`src/rtl/sdram_wr_pkg.sv`:
```
package sdram_wr_pkg;

  // Largest fixed burst length, in beats
  localparam int unsigned MAX_BURST = 8;
  localparam int unsigned LEFT_W    = $clog2(MAX_BURST);

  typedef enum logic [1:0] {
    LEN_1 = 2'd0,
    LEN_2 = 2'd1,
    LEN_4 = 2'd2,
    LEN_8 = 2'd3
  } burst_len_e;

  // Beats that follow the second beat of a fixed burst
  function automatic logic [LEFT_W-1:0] beats_after_second(input logic [1:0] code);
    return LEFT_W'((1 << code) - 2);
  endfunction

endpackage

```
`src/rtl/wr_cmd_decode.sv`:
```
module wr_cmd_decode #(
  parameter int unsigned ADDR_W = 12,
  parameter int unsigned COL_W  = 10,
  parameter int unsigned BANK_W = 1,
  parameter int unsigned AP_BIT = 10,
  parameter bit          X8     = 1'b1
) (
  input  logic              cke,
  input  logic              cs_n,
  input  logic              ras_n,
  input  logic              cas_n,
  input  logic              we_n,
  input  logic [BANK_W-1:0] ba,
  input  logic [ADDR_W-1:0] addr,
  output logic              is_wr,
  output logic [COL_W-1:0]  col,
  output logic [BANK_W-1:0] bank,
  output logic              ap
);

  localparam int unsigned PAGE_W = X8 ? COL_W - 1 : COL_W;
  localparam logic [COL_W-1:0] PAGE_MASK = COL_W'((1 << PAGE_W) - 1);

  always_comb begin
    is_wr = cke & ~cs_n & ras_n & ~cas_n & ~we_n;
    col   = addr[COL_W-1:0] & PAGE_MASK;
    bank  = ba;
    ap    = addr[AP_BIT];
  end

endmodule

```
`src/rtl/burst_col_step.sv`:
```
module burst_col_step #(
  parameter int unsigned COL_W = 10,
  parameter bit          X8    = 1'b1
) (
  input  logic [COL_W-1:0] cur,
  input  logic [1:0]       bl_sel,
  input  logic             full_page,
  output logic [COL_W-1:0] nxt
);

  localparam int unsigned PAGE_W = X8 ? COL_W - 1 : COL_W;
  localparam logic [COL_W-1:0] PAGE_MASK = COL_W'((1 << PAGE_W) - 1);

  logic [COL_W-1:0] blk_mask;
  logic [COL_W-1:0] inc;

  always_comb begin
    blk_mask = (COL_W'(1) << bl_sel) - COL_W'(1);
    inc      = cur + COL_W'(1);
    if (full_page) begin
      nxt = inc & PAGE_MASK;
    end else begin
      nxt = (cur & ~blk_mask) | (inc & blk_mask);
    end
  end

endmodule

```
`src/rtl/burst_seq_core.sv`:
```
module burst_seq_core
  import sdram_wr_pkg::*;
#(
  parameter int unsigned COL_W  = 10,
  parameter int unsigned BANK_W = 1,
  parameter bit          X8     = 1'b1
) (
  input  logic              clk,
  input  logic              rst,
  input  logic [1:0]        bl_sel,
  input  logic              full_page,
  input  logic              is_wr,
  input  logic [COL_W-1:0]  cmd_col,
  input  logic [BANK_W-1:0] cmd_bank,
  input  logic              cmd_ap,
  output logic              wr_en_q,
  output logic [COL_W-1:0]  wr_col_q,
  output logic [BANK_W-1:0] wr_bank_q,
  output logic              pre_q,
  output logic [BANK_W-1:0] pre_bank_q,
  output logic              err_q
);

  logic              run;
  logic [COL_W-1:0]  nxt_col;
  logic [LEFT_W-1:0] left;
  logic              ap_q;
  logic [BANK_W-1:0] bank_q;

  logic [COL_W-1:0]  cmd_step;
  logic [COL_W-1:0]  run_step;
  logic              single;

  assign single = ~full_page & (bl_sel == LEN_1);

  burst_col_step #(.COL_W(COL_W), .X8(X8)) u_step_cmd (
    .cur(cmd_col), .bl_sel(bl_sel), .full_page(full_page), .nxt(cmd_step)
  );

  burst_col_step #(.COL_W(COL_W), .X8(X8)) u_step_run (
    .cur(nxt_col), .bl_sel(bl_sel), .full_page(full_page), .nxt(run_step)
  );

  always_ff @(posedge clk) begin
    if (rst) begin
      run        <= 1'b0;
      nxt_col    <= '0;
      left       <= '0;
      ap_q       <= 1'b0;
      bank_q     <= '0;
      wr_en_q    <= 1'b0;
      wr_col_q   <= '0;
      wr_bank_q  <= '0;
      pre_q      <= 1'b0;
      pre_bank_q <= '0;
      err_q      <= 1'b0;
    end else begin
      wr_en_q <= 1'b0;
      pre_q   <= 1'b0;
      err_q   <= 1'b0;
      if (is_wr) begin
        wr_en_q   <= 1'b1;
        wr_col_q  <= cmd_col;
        wr_bank_q <= cmd_bank;
        err_q     <= run & ap_q;
        bank_q    <= cmd_bank;
        ap_q      <= cmd_ap;
        nxt_col   <= cmd_step;
        if (single) begin
          run        <= 1'b0;
          pre_q      <= cmd_ap;
          pre_bank_q <= cmd_bank;
        end else begin
          run  <= 1'b1;
          left <= beats_after_second(bl_sel);
        end
      end else if (run) begin
        wr_en_q   <= 1'b1;
        wr_col_q  <= nxt_col;
        wr_bank_q <= bank_q;
        nxt_col   <= run_step;
        if (!full_page) begin
          if (left == '0) begin
            run        <= 1'b0;
            pre_q      <= ap_q;
            pre_bank_q <= bank_q;
          end else begin
            left <= left - LEFT_W'(1);
          end
        end
      end
    end
  end


  cmd_beat_chk: assert property (@(posedge clk) disable iff (rst)
    is_wr |=> (wr_en_q && wr_col_q == $past(cmd_col) && wr_bank_q == $past(cmd_bank)));


  burst_cont_chk: assert property (@(posedge clk) disable iff (rst)
    (run && !is_wr) |=> wr_en_q);


  idle_quiet_chk: assert property (@(posedge clk) disable iff (rst)
    (!run && !is_wr) |=> !wr_en_q);


  pre_last_chk: assert property (@(posedge clk) disable iff (rst)
    pre_q |-> (wr_en_q && pre_bank_q == wr_bank_q));


  err_with_beat_chk: assert property (@(posedge clk) disable iff (rst)
    err_q |-> (wr_en_q && !pre_q));

endmodule

```
`src/rtl/sdram_wr_burst_seq.sv`:
```
module sdram_wr_burst_seq #(
  parameter int unsigned ADDR_W = 12,
  parameter int unsigned COL_W  = 10,
  parameter int unsigned BANK_W = 1,
  parameter int unsigned DQ_W   = 8,
  parameter int unsigned AP_BIT = 10,
  parameter bit          X8     = 1'b1
) (
  input  logic              clk,
  input  logic              rst,
  input  logic [1:0]        bl_sel,
  input  logic              full_page,
  input  logic              cke,
  input  logic              cs_n,
  input  logic              ras_n,
  input  logic              cas_n,
  input  logic              we_n,
  input  logic [BANK_W-1:0] ba,
  input  logic [ADDR_W-1:0] addr,
  input  logic [DQ_W-1:0]   dq,
  output logic              wr_en,
  output logic [BANK_W-1:0] wr_bank,
  output logic [COL_W-1:0]  wr_col,
  output logic [DQ_W-1:0]   wr_data,
  output logic              pre_req,
  output logic [BANK_W-1:0] pre_bank,
  output logic              trunc_err
);

  logic              is_wr;
  logic [COL_W-1:0]  cmd_col;
  logic [BANK_W-1:0] cmd_bank;
  logic              cmd_ap;
  logic [DQ_W-1:0]   data_q;

  wr_cmd_decode #(
    .ADDR_W(ADDR_W), .COL_W(COL_W), .BANK_W(BANK_W), .AP_BIT(AP_BIT), .X8(X8)
  ) u_dec (
    .cke(cke), .cs_n(cs_n), .ras_n(ras_n), .cas_n(cas_n), .we_n(we_n),
    .ba(ba), .addr(addr),
    .is_wr(is_wr), .col(cmd_col), .bank(cmd_bank), .ap(cmd_ap)
  );

  burst_seq_core #(
    .COL_W(COL_W), .BANK_W(BANK_W), .X8(X8)
  ) u_core (
    .clk(clk), .rst(rst), .bl_sel(bl_sel), .full_page(full_page),
    .is_wr(is_wr), .cmd_col(cmd_col), .cmd_bank(cmd_bank), .cmd_ap(cmd_ap),
    .wr_en_q(wr_en), .wr_col_q(wr_col), .wr_bank_q(wr_bank),
    .pre_q(pre_req), .pre_bank_q(pre_bank), .err_q(trunc_err)
  );

  // Data capture stage: one register, aligned with the column pipeline
  always_ff @(posedge clk) begin
    if (rst) data_q <= '0;
    else     data_q <= dq;
  end
  assign wr_data = data_q;

  generate
    if (X8) begin : g_x8_chk

      x8_col_chk: assert property (@(posedge clk) disable iff (rst)
        wr_en |-> !wr_col[COL_W-1]);
    end
  endgenerate

endmodule

```
`config.mk`:
```
export PLATFORM = sky130hd
export DESIGN_NAME = sdram_wr_burst_seq
export DESIGN_NICKNAME = d
export VERILOG_FILES = /design/src/rtl/sdram_wr_pkg.sv /design/src/rtl/wr_cmd_decode.sv /design/src/rtl/burst_col_step.sv /design/src/rtl/burst_seq_core.sv /design/src/rtl/sdram_wr_burst_seq.sv
export SDC_FILE = /design/constraint.sdc
export NUM_CORES = 1
export LEC_CHECK = 0
export ABC_AREA = 1
export BUFFER_PORTS_ARGS = -buffer_cell sky130_fd_sc_hd__buf_2
export CORE_MARGIN = 2
export CORE_UTILIZATION = 55
export DETAILED_ROUTE_END_ITERATION = 7
export PLACE_DENSITY = 0.86
export SLEW_MARGIN = 0
export SYNTH_ARGS = -nofsm -noshare
export SYNTH_HDL_FRONTEND = slang
export SYNTH_SLANG_ARGS = --single-unit
```
`constraint.sdc`:
```
create_clock -name clk -period 2.85 [get_ports clk]
set_input_delay 0.57 -clock clk [delete_from_list [all_inputs] [get_ports clk]]
set_output_delay 0.57 -clock clk [all_outputs]
set_load 0.05 [all_outputs]
```
* Word-level counts from Yosys, hierarchy flattened
Index checks and enable logic that the tools add are counted.
** Word-level totals
- Bits in registers :: 39
- Bits of input ports :: 31
- Output and inout port bits :: 23
** Cells by class
- $add $sub $neg :: 5
- Equality and inequality tests :: 4
- Shift-type cells :: 2
- Multiplexer cells :: 30
- Bitwise gates (word level) :: 18
- Reduce and logical (&&, ||, !) cells :: 8
** Operator list (number)
- two-way mux 10 bit :: 4
- bitwise AND 10 bit :: 3
- bitwise OR 10 bit :: 2
- two-way mux 1 bit :: 19
- two-way mux 9 bit :: 2
- two-way mux 3 bit :: 5
- adder 10 x 1 -> 10 bit (second input constant) :: 1
- adder 9 x 1 -> 10 bit (second input constant) :: 1
- bitwise AND 9 x 10 -> 10 bit :: 1
- NOT 10 bit :: 1
- left shift 1 x 2 -> 10 bit (first input constant) :: 1
- subtractor 10 x 2 -> 10 bit (second input constant) :: 1
- AND reduction 4 bit :: 2
- bitwise AND 1 bit :: 6
- NOT 1 bit :: 5
- != test 2 x 1 -> 1 bit (second input constant) :: 2
- != test 2 bit (second input constant) :: 2
- nonzero test 2 bit :: 2
- OR reduction 2 bit :: 2
- zero test 3 bit :: 1
- left shift 1 x 2 -> 3 bit (first input constant) :: 1
- subtractor 3 x 1 -> 3 bit (second input constant) :: 1
- subtractor 3 bit (second input constant) :: 1
- zero test 2 bit :: 1

* Logic depth before layout (Yosys ltp)
Gate-level depths: netlist (run 1).
- Depth after elaboration :: 8
- Mapped depth :: 12
- Mapped depth without buffers :: 12

* Hierarchy
Synthesis (run 1) repeated with hierarchy kept, for this count alone.
** Unflattened totals
- Cells, all modules :: 378
- Area total of the unflattened synthesis :: 2441.1 um2
** By module, submodules not included
- burst_seq_core :: times used 1, cells each 223, area an instance 1541.5 um2, sequential area each 620.6 um2
- burst_col_step :: times used 2, cells each 56, area an instance 276.5 um2, sequential area each 0.0 um2
- sdram_wr_burst_seq :: times used 1, cells each 25, area an instance 231.5 um2, sequential area each 160.2 um2
- wr_cmd_decode :: times used 1, cells each 18, area an instance 115.1 um2, sequential area each 0.0 um2

* Worst setup path after synthesis (run 1)
OpenSTA, ideal clock, no wires.
- Kind :: input to register
- Start point :: input port bl_sel[0]
- End point :: register with a tool-made name
- Data arrival time :: 1.621 ns
- Data required time :: 2.780 ns
- Path slack :: 1.160 ns
- Cell stages on the path :: 12
- Cells stage by stage :: inv_1 > ha_1 > inv_1 > ha_1 > nand2_1 > nand2_2 > nand2_1 > nor2_1 > nand2_1 > nand2_1 > nand2_1 > a21oi_1
** RTL lines
- start: declaration :: line sdram_wr_burst_seq.sv:11 : input logic [1:0] bl_sel,

* Worst setup path after layout (run 1)
- Start point :: input port we_n
- End point :: register u_core.wr_col_q[1]
** On the way
- Cells in the longest elaborated chain, start to end :: 3
** RTL lines
- start: declaration :: line sdram_wr_burst_seq.sv:17 : input logic we_n,
- NOT 1 bit (*) :: line wr_cmd_decode.sv:25 : is_wr = cke & ~cs_n & ras_n & ~cas_n & ~we_n;
- bitwise AND 1 bit (*) :: line wr_cmd_decode.sv:25
- two-way mux 9 bit or nonzero test 2 bit (tied branches)
- end signal: assignment :: line burst_seq_core.sv:63 : wr_col_q <= cmd_col;
- end signal: assignment :: line burst_seq_core.sv:79 : wr_col_q <= nxt_col;
- end: declaration :: line burst_seq_core.sv:17 : output logic [COL_W-1:0] wr_col_q,
Every way passes the cells marked *; elsewhere a longest branch is shown, timed or not.
A chain may end at the register's enable or synchronous reset.

==> results of run 1 <==
power by group through the flow:
stage | combinational [mW] | sequential (mW) | clock [mW]
after CTS | 0.158 | 0.567 | 0.476
final | 0.159 | 0.567 | 0.465
after global placement | 0.152 | 0.579 | 0
after global routing | 0.177 | 0.568 | 0.490
after floorplan | 0.0719 | 0.611 | 0
after detailed placement | 0.156 | 0.579 | 0
synth_stat cells, types with 3 or more instances:
cell and n:
buf_6 3, nand2_1 87, a31oi_1 8, o21ai_0 25, dfxtp_1 39, a21oi_1 15
nor2_1 41, nor3_1 6, inv_1 45, ha_1 12, clkbuf_1 5, nand3_1 26
worst paths after layout:
check                                                        to  depth (start not counted)
worst min register to register  u_core.wr_col_q[4]$_SDFFE_PP0P_                          2
worst max register to register  u_core.wr_col_q[1]$_SDFFE_PP0P_                          5
worst max-delay path            u_core.wr_col_q[1]$_SDFFE_PP0P_                          7
worst min-delay path                      wr_data[2]$_SDFF_PP0_                          3
worst max-delay path: cells and delay by family:
kind	cells	cell delay (ps)
AO/OA/AOI/OAI	1	90
buffers and inverters	2	440
AND/OR/NAND/NOR	4	830
layer usage:
metal / part of all wire (%) / vias to the layer above
li1: - / 1173
met1: 42 / 1039
met2: 49 / 76
met3: 5.8 / 18
met4: 3.2 / 0
met5: 0 / -
area by class of cell:
cell class	instances	area (um^2)
fillers	345	1340
well taps	50	62.6
clock buffers	5	68.8
flip-flops and latches	39	781
clock inverters	3	43.8
repair buffers	53	270
multi-input cells	241	1200
inverters	48	180
cell families after synthesis:
kind of cell,count (synthesis),share of synthesized area [%]
fa+ha+maj,12,6.74
compound gates,58,14.7
xor+xnor,2,0.787
simple gates,169,31.6
buf+inv,59,11.1
flops,39,35.1
==> metrics.yaml, run 1 <==
ant_nets: 0
max_freq_ghz: 0.564
swShare_pct: 27.2
powerDensity_nw_per_um2: 457
reg2reg_slack_ps: 1090
slowest_delay_ps: 340
seq_power_share_pct: 47.6
wirelength_um: 5460
critical_path_arrival_ps: 1940
start_util_pct: 56.5
final_common_cell: "nand2_1"
io_buffer_count: 51
syn_nets: 382
grt_pass1_wl_um: 8850
dp.cells: 431
rsz0062_at_grt: "no"
p_sw_mw: 0.324
crit_slowest_cell: "clkinv_1"
dp.final_hpwl_um: 3910
place_area_um2: 2490
postSynthRegisterBits: 39
final_cell_mix: "nand2_1 (87), buf_2 (51), inv_1 (45)"
clkSlewWorstSetupHoldPaths_ps: 80
drt-initial-drc-count: 133
leakage_nw: 1.31
endpoint_kind: "register"
crit_top_cell: "nand2_1"
syn_inst: 339
drive_above_1_share_pct: 18.0
r2r_start: "u_core.run$_SDFF_PP0_"
fin_crit_sh_pct: 62.2
clock-root-buffer: "clkbuf_8"
grt.busiest_layer: "met2"
met3_usage_pct: 5.17
vias_per_cell: 5.25
row_count: 23
antenna_found_initial: 0
clkPwrFrac_pct: 39.1
yosysSeqAreaShare_pct: 35.1
async_flop_share_pct: 0
synth_top_cell_by_area: "dfxtp_1"
n_antenna_cell: 0
syn_avg_cell_area_um2: 6.57
numCtsBuffers: 5
cp_cell_sequence: "buf_2 -> nor3_2 -> nand2_2 -> nand2_1 -> clkinv_1 -> nand2_1 -> a31oi_1"
cts-resized-gates: 0
p_comb_share_pct: 13.3
synth_cell_types: 32
post-route-worst-setup-slack_ps: 1080
area_growth_pct: 17.0
yosys_warnings: 0
core-area_um2: 3940
nets: 431
htree_levels: 2
peakVddDrop_mv: 0.414
grt-ovfl-total: 0
path_class: "input port to register"
startpoint_type: "input port"
finalSetupViolations: 0
setup_tns_ps: 0
fin_area_um2: 2610
critPathMaxFanout: 18
post_drt_wl_per_cell_um: 12.4
post_cts_buffers: 0
synth_flop_cell: "dfxtp_1"
dr_total_vias: 2306
synth_top_area_share_pct: 35.1
cts_buffer_depth: 2
hold_ws_ps: 471
fin_cells: 439
syn_area_um2: 2230
drc: 0
synth-edff-count: 0
dr.pass1.iters: 4
cts_tree: "built"
insertion_delay_ps: 300
first_global_vias: 2119
utilization_pct: 66.1
die_area_um2: 4570
met1_usage_pct: 29.0
synth_area_leaders: "dfxtp_1 (35%), nand2_1 (15%), inv_1 (7.6%)"
hold_viol: 0
max-slew-margin-rel_pct: 69.7
maxCapViolCount: 0
p_int_mw: 0.868
cp.required_ps: 3020
holdBufCountCts: 0
hp-start: "dq[2]"
grt_max_degree: 27
tightest_slew_ps: 454
gp_congestion: 0.910
status: "finished, final reports clean"
maxSlewViolCount: 0
total_power_mw: 1.19
dieHeight_um: 67.6
worstSetupStartpoint: "we_n"
pre_cts_ws_ps: 799
grtUsageMet2_pct: 46.6
clock-skew-final_ps: 12.1
gr-usage-all-layers_pct: 25.9
min_path_type: "input port to register"
io_pins: 54
cts.sinks: 39
fin_crit_ps: 1770
die_w_um: 67.6
Power figures use the tool's default switching activity.
==> inputs of run 2 (changes only) <==
--- a/config.mk
+++ b/config.mk
@@ -8,9 +8,9 @@
 export ABC_AREA = 1
 export BUFFER_PORTS_ARGS = -buffer_cell sky130_fd_sc_hd__buf_2
 export CORE_MARGIN = 2
-export CORE_UTILIZATION = 55
+export CORE_UTILIZATION = 53
 export DETAILED_ROUTE_END_ITERATION = 7
-export PLACE_DENSITY = 0.86
+export PLACE_DENSITY = 0.83
 export SLEW_MARGIN = 0
 export SYNTH_ARGS = -nofsm -noshare
 export SYNTH_HDL_FRONTEND = slang
==> constraint.sdc (replaced) <==
create_clock -name clk -period 1.7 [get_ports clk]
set_input_delay 0.34 -clock clk [delete_from_list [all_inputs] [get_ports clk]]
set_output_delay 0.34 -clock clk [all_outputs]
set_load 0.05 [all_outputs]
==> metrics.yaml, run 2 (synthesis results as in run 1) <==
grt-ovfl-total: 0  # unchanged
io_buffer_count: 51  # unchanged
hold_viol: 0  # unchanged
die_w_um: 68.8  # +1.8%
fin_crit_ps: 1500
dp.cells: 438  # +1.6%
fillers: 360  # +4.3%
cp.required_ps: 1940  # -1080 ps
vias_per_cell: 5.15  # -2.0%
endpoint_kind: "register"
first_global_vias: 2142  # +1.1%
drive_above_1_share_pct: 19.7  # +1.7 points
hold_ws_ps: 233  # -238 ps
gr-usage-all-layers_pct: 25.6  # -0.33 points
critPathMaxFanout: 5  # -13
core-area_um2: 4030  # +2.2%
clock-skew-final_ps: 3.91  # -8.15 ps
dr.pass1.iters: 4  # unchanged
peakVddDrop_mv: 0.588  # +42%
critical_path_arrival_ps: 1730  # -210 ps
wirelength_um: 5420  # -0.71%
gp_congestion: 0.951  # +4.5%
path_class: "input port to register"
drc: 0  # unchanged
status: "finished, final reports clean"
drt-initial-drc-count: 157  # +18%
leakage_nw: 1.34  # +2.7%
start_util_pct: 55.3  # -1.2 points
final_common_cell: "nand2_1"
rsz0062_at_grt: "no"
startpoint_type: "input port"
ant_nets: 0  # unchanged
cts.sinks: 39  # unchanged
row_count: 23  # unchanged
fin_cells: 446  # +1.6%
tightest_slew_ps: 418  # -35.7 ps
dr_total_vias: 2295  # -0.48%
area_growth_pct: 20.2
dieHeight_um: 68.8  # +1.8%
post_drt_wl_per_cell_um: 12.2  # -2.3%
clock-root-buffer: "clkbuf_8"
grt_max_degree: 19  # -30%
min_path_type: "input port to register"
fin_crit_sh_pct: 88.1
antenna_found_initial: 0  # unchanged
powerDensity_nw_per_um2: 756  # +65%
io_pins: 54  # unchanged
cts_tree: "built"
die_area_um2: 4740  # +3.5%
maxSlewViolCount: 0  # unchanged
numCtsBuffers: 5  # unchanged
max-slew-margin-rel_pct: 72.1  # +2.4 points
max_freq_ghz: 0.668
nets: 438  # +1.6%
finalSetupViolations: 0  # unchanged
maxCapViolCount: 0  # unchanged
holdBufCountCts: 0  # unchanged
final_cell_mix: "nand2_1 (87), buf_2 (51), inv_1 (45)"
grt_pass1_wl_um: 8960  # +1.3%
htree_levels: 2  # unchanged
cts_buffer_depth: 2  # unchanged
insertion_delay_ps: 300  # about the same
n_antenna_cell: 0  # unchanged
dp.final_hpwl_um: 4080  # +4.2%
clkSlewWorstSetupHoldPaths_ps: 80  # about the same
run 2: layout make-up:
| class | count | area [um^2] | share of cell area [%] |
|---|---|---|---|
| clock buffers | 5 | 68.8 | 2.57 |
| repair buffers | 60 | 335 | 12.5 |
| multi-input cells | 241 | 1200 | 45.0 |
| clock inverters | 3 | 46.3 | 1.73 |
| well taps | 50 | 62.6 | 2.34 |
| inverters | 48 | 180 | 6.73 |
| flip-flops and latches | 39 | 781 | 29.2 |
run 2: through the flow:
| step | worst slack, ps | instance area [um^2] | utilization [%] | power [mW] | setup TNS (ps) |
|---|---|---|---|---|---|
| detailed placement | -75.8 | 2560 | 63.5 | 1.24 | -138 |
| global placement | -10.6 | 2560 | 63.5 | 1.24 | -10.6 |
| global route | 30.9 | 2680 | 66.5 | 2.10 | 0 |
| floorplan | 240 | 2230 | - | 1.15 | 0 |
| finish | 203 | 2680 | 66.5 | 2.02 | 0 |
| CTS | 166 | 2670 | 66.3 | 2.04 | 0 |
run 2: path summary, 6_finish.rpt:
kind,end,depth (start not counted),slack (ps),from
worst max-delay path,register,13,200,bl_sel[1]
worst min-delay path,wr_data[3]$_SDFF_PP0_,3,230,dq[3]
worst max register to register,register,7,270,register
worst min register to register,u_core.wr_col_q[7]$_SDFFE_PP0P_,2,460,u_core.wr_col_q[7]$_SDFFE_PP0P_
run 2: power breakdown:
part,switching [mW],internal [mW]
clock,0.356,0.442
combinational,0.187,0.0888
sequential,0.0133,0.936
total,0.557,1.47
run 2: metal layers:
metal / vias up / part of all wire [%] / global-route usage, %
li1: 1191 / - / -
met1: 1023 / 43 / 28.4
met2: 72 / 49 / 44.5
met3: 9 / 6.0 / 7.31
met4: 0 / 1.7 / 12.7
met5: - / 0 / 0
run 2: worst max-delay path, stage by stage:
cell and delay [ps]:
buf_2 120, inv_1 80, ha_1 200, inv_1 110, ha_1 160, nand2_1 60, nand2_2 110, nand2_1 90
nor2_1 170, nand2_1 70, nand2_1 60, nand2_1 40, a21oi_1 110
run 2: timing repair:
action,CTS,global route
gates resized for setup,0,1
endpoints found under the setup margin,0,2
buffers inserted,0,0
==> inputs of run 3 (changes only) <==
--- a/config.mk
+++ b/config.mk
@@ -11,6 +11,7 @@
 export CORE_UTILIZATION = 53
 export DETAILED_ROUTE_END_ITERATION = 7
 export PLACE_DENSITY = 0.83
+export REMOVE_ABC_BUFFERS = 1
 export SLEW_MARGIN = 0
 export SYNTH_ARGS = -nofsm -noshare
 export SYNTH_HDL_FRONTEND = slang
==> metrics.yaml, run 3 (synthesis results as in run 1) <==
endpoint_kind: "register"
drt-initial-drc-count: 129  # -18%
max-slew-margin-rel_pct: 69.5  # -2.6 points
powerDensity_nw_per_um2: 798  # +5.6%
rsz0062_at_grt: "no"
io_pins: 54  # unchanged
maxSlewViolCount: 0  # unchanged
cts_tree: "built"
critPathMaxFanout: 4  # -1
start_util_pct: 55.3  # unchanged
post_cts_buffers: 0  # unchanged
nets: 442  # +0.91%
dp.final_hpwl_um: 4160  # +2.0%
min_path_type: "input port to register"
highest_layer: "met4"
setup_tns_ps: 0  # unchanged
tightest_slew_ps: 458  # +39.3 ps
area_growth_pct: 21.8
hp-start: "dq[5]"
r2r_cells: 7  # unchanged
first_global_vias: 2134  # -0.37%
crit_top_cell: "nand3_1"
n_antenna_cell: 0  # unchanged
die_area_um2: 4740  # unchanged
cts.sinks: 39  # unchanged
fillers: 375  # +4.2%
leakage_nw: 1.37  # +2.1%
insertion_delay_ps: 300  # about the same
peakVddDrop_mv: 0.573  # -2.6%
gr-usage-all-layers_pct: 26.1  # +0.50 points
finalSetupViolations: 0  # unchanged
cp.required_ps: 1940  # about the same
slowest_delay_ps: 390  # +190 ps
cts_buffer_depth: 2  # unchanged
swShare_pct: 25.4  # -2.1 points
numCtsBuffers: 5  # unchanged
hold_viol: 0  # unchanged
grt_max_degree: 19  # unchanged
antenna_found_initial: 0  # unchanged
crit_slowest_cell: "dfxtp_1"
ant_nets: 0  # unchanged
wirelength_um: 5620  # +3.7%
core-area_um2: 4030  # unchanged
final_cell_mix: "nand2_1 (87), buf_2 (51), inv_1 (45)"
p_comb_share_pct: 13.0  # -0.6 points
maxCapViolCount: 0  # unchanged
drt-met1-wl_um: 2340  # -0.34%
clock-root-buffer: "clkbuf_8"
status: "finished, final reports clean"
vias_per_cell: 5.20  # +0.97%
grt-ovfl-total: 0  # unchanged
drive_above_1_share_pct: 20.3  # +0.55 points
fin_area_um2: 2710  # +1.3%
total_power_mw: 2.16  # +7.0%
p_sw_mw: 0.550  # -1.3%
path_class: "register to register"
fin_crit_sh_pct: 86.4  # -1.6 points
row_count: 23  # unchanged
post_drt_wl_per_cell_um: 12.5  # +2.8%
cp_cell_sequence: "ha_1 -> nand3_1 -> nor3_2 -> nand3_1 -> nand3_1 -> nand2_1 -> a21oi_1"
die_w_um: 68.8  # unchanged
grt_pass1_wl_um: 9090  # +1.5%
fin_crit_ps: 1470  # -27.9 ps
io_buffer_count: 51  # unchanged
dr_total_vias: 2338  # +1.9%
p_int_mw: 1.62  # +10%
dr.pass1.iters: 4  # unchanged
seq_power_share_pct: 43.9  # -3.0 points
gp_congestion: 0.898  # -5.6%
reg2reg_slack_ps: 230  # -40 ps
startpoint_type: "register"
clkSlewWorstSetupHoldPaths_ps: 80  # about the same
drc: 0  # unchanged
htree_levels: 2  # unchanged
wl_met3_um: 318  # -2.8%
clkPwrFrac_pct: 43.2  # +3.8 points
clock-skew-final_ps: 5.44  # +1.53 ps
final_common_cell: "nand2_1"
place_area_um2: 2570  # +0.69%
critical_path_arrival_ps: 1700  # -30 ps
dieHeight_um: 68.8  # unchanged
met2RoutedLength_um: 2850  # +7.1%
max_freq_ghz: 0.681  # +1.9%
[run 3: worst min-delay path by stage]
stage	end	slack [ps]	cells after the start
floorplan	u_core.ap_q$_SDFFE_PP0P_	410	1
global placement	u_core.err_q$_SDFF_PP0_	450	2
detailed placement	u_core.wr_col_q[7]$_SDFFE_PP0P_	460	2
CTS	wr_data[4]$_SDFF_PP0_	240	3
global route	wr_data[6]$_SDFF_PP0_	240	3
finish	wr_data[5]$_SDFF_PP0_	240	3
[run 3: stage by stage]
step	hold WS (ps)	setup WS (ps)	cells	utilization (%)
4_1_cts	239	137	450	67.2
2_1_floorplan	409	72.4	328	-
3_5_place_dp	459	-44.2	442	63.9
3_3_place_gp	451	-1.29	442	63.9
6_report	236	231	450	67.3
5_1_grt	243	96.9	450	67.3
[run 3: cell type report]
cell class	count	area, um^2	share of cell area, %
Clock buffer	6	72.6	2.68
Multi-Input combinational cell	241	1200	44.4
Tap cell	50	62.6	2.31
Timing Repair Buffer	64	353	13.0
Sequential cell	39	781	28.8
Inverter	48	180	6.64
Clock inverter	2	60.1	2.21
[run 3: what timing repair did]
| item | 4_1_cts | 5_1_grt |
|---|---|---|
| hold buffers | 0 | 0 |
| gates resized for setup | 0 | 1 |
| setup endpoints to repair | 0 | 1 |
[run 3: power by group through the flow]
stage,clock network (mW),logic (mW),registers (mW)
floorplan,0,0.107,1.03
global placement,0,0.269,0.970
detailed placement,0,0.276,0.971
CTS,0.939,0.279,0.950
global route,0.971,0.312,0.953
finish,0.935,0.280,0.950
[run 3: critical path, delay by kind of cell, from the launching register on]
family          cells  cell delay (ps)
flops               1              390
fa+ha+maj           1              220
compound gates      1              120
simple gates        5              670
[run 3: per-layer routing]
layer,vias to the layer above,GRT usage (%)
li1,1200,-
met4,0,11.8
met5,-,0
met3,14,5.68
met1,1052,29.3
met2,72,46.9
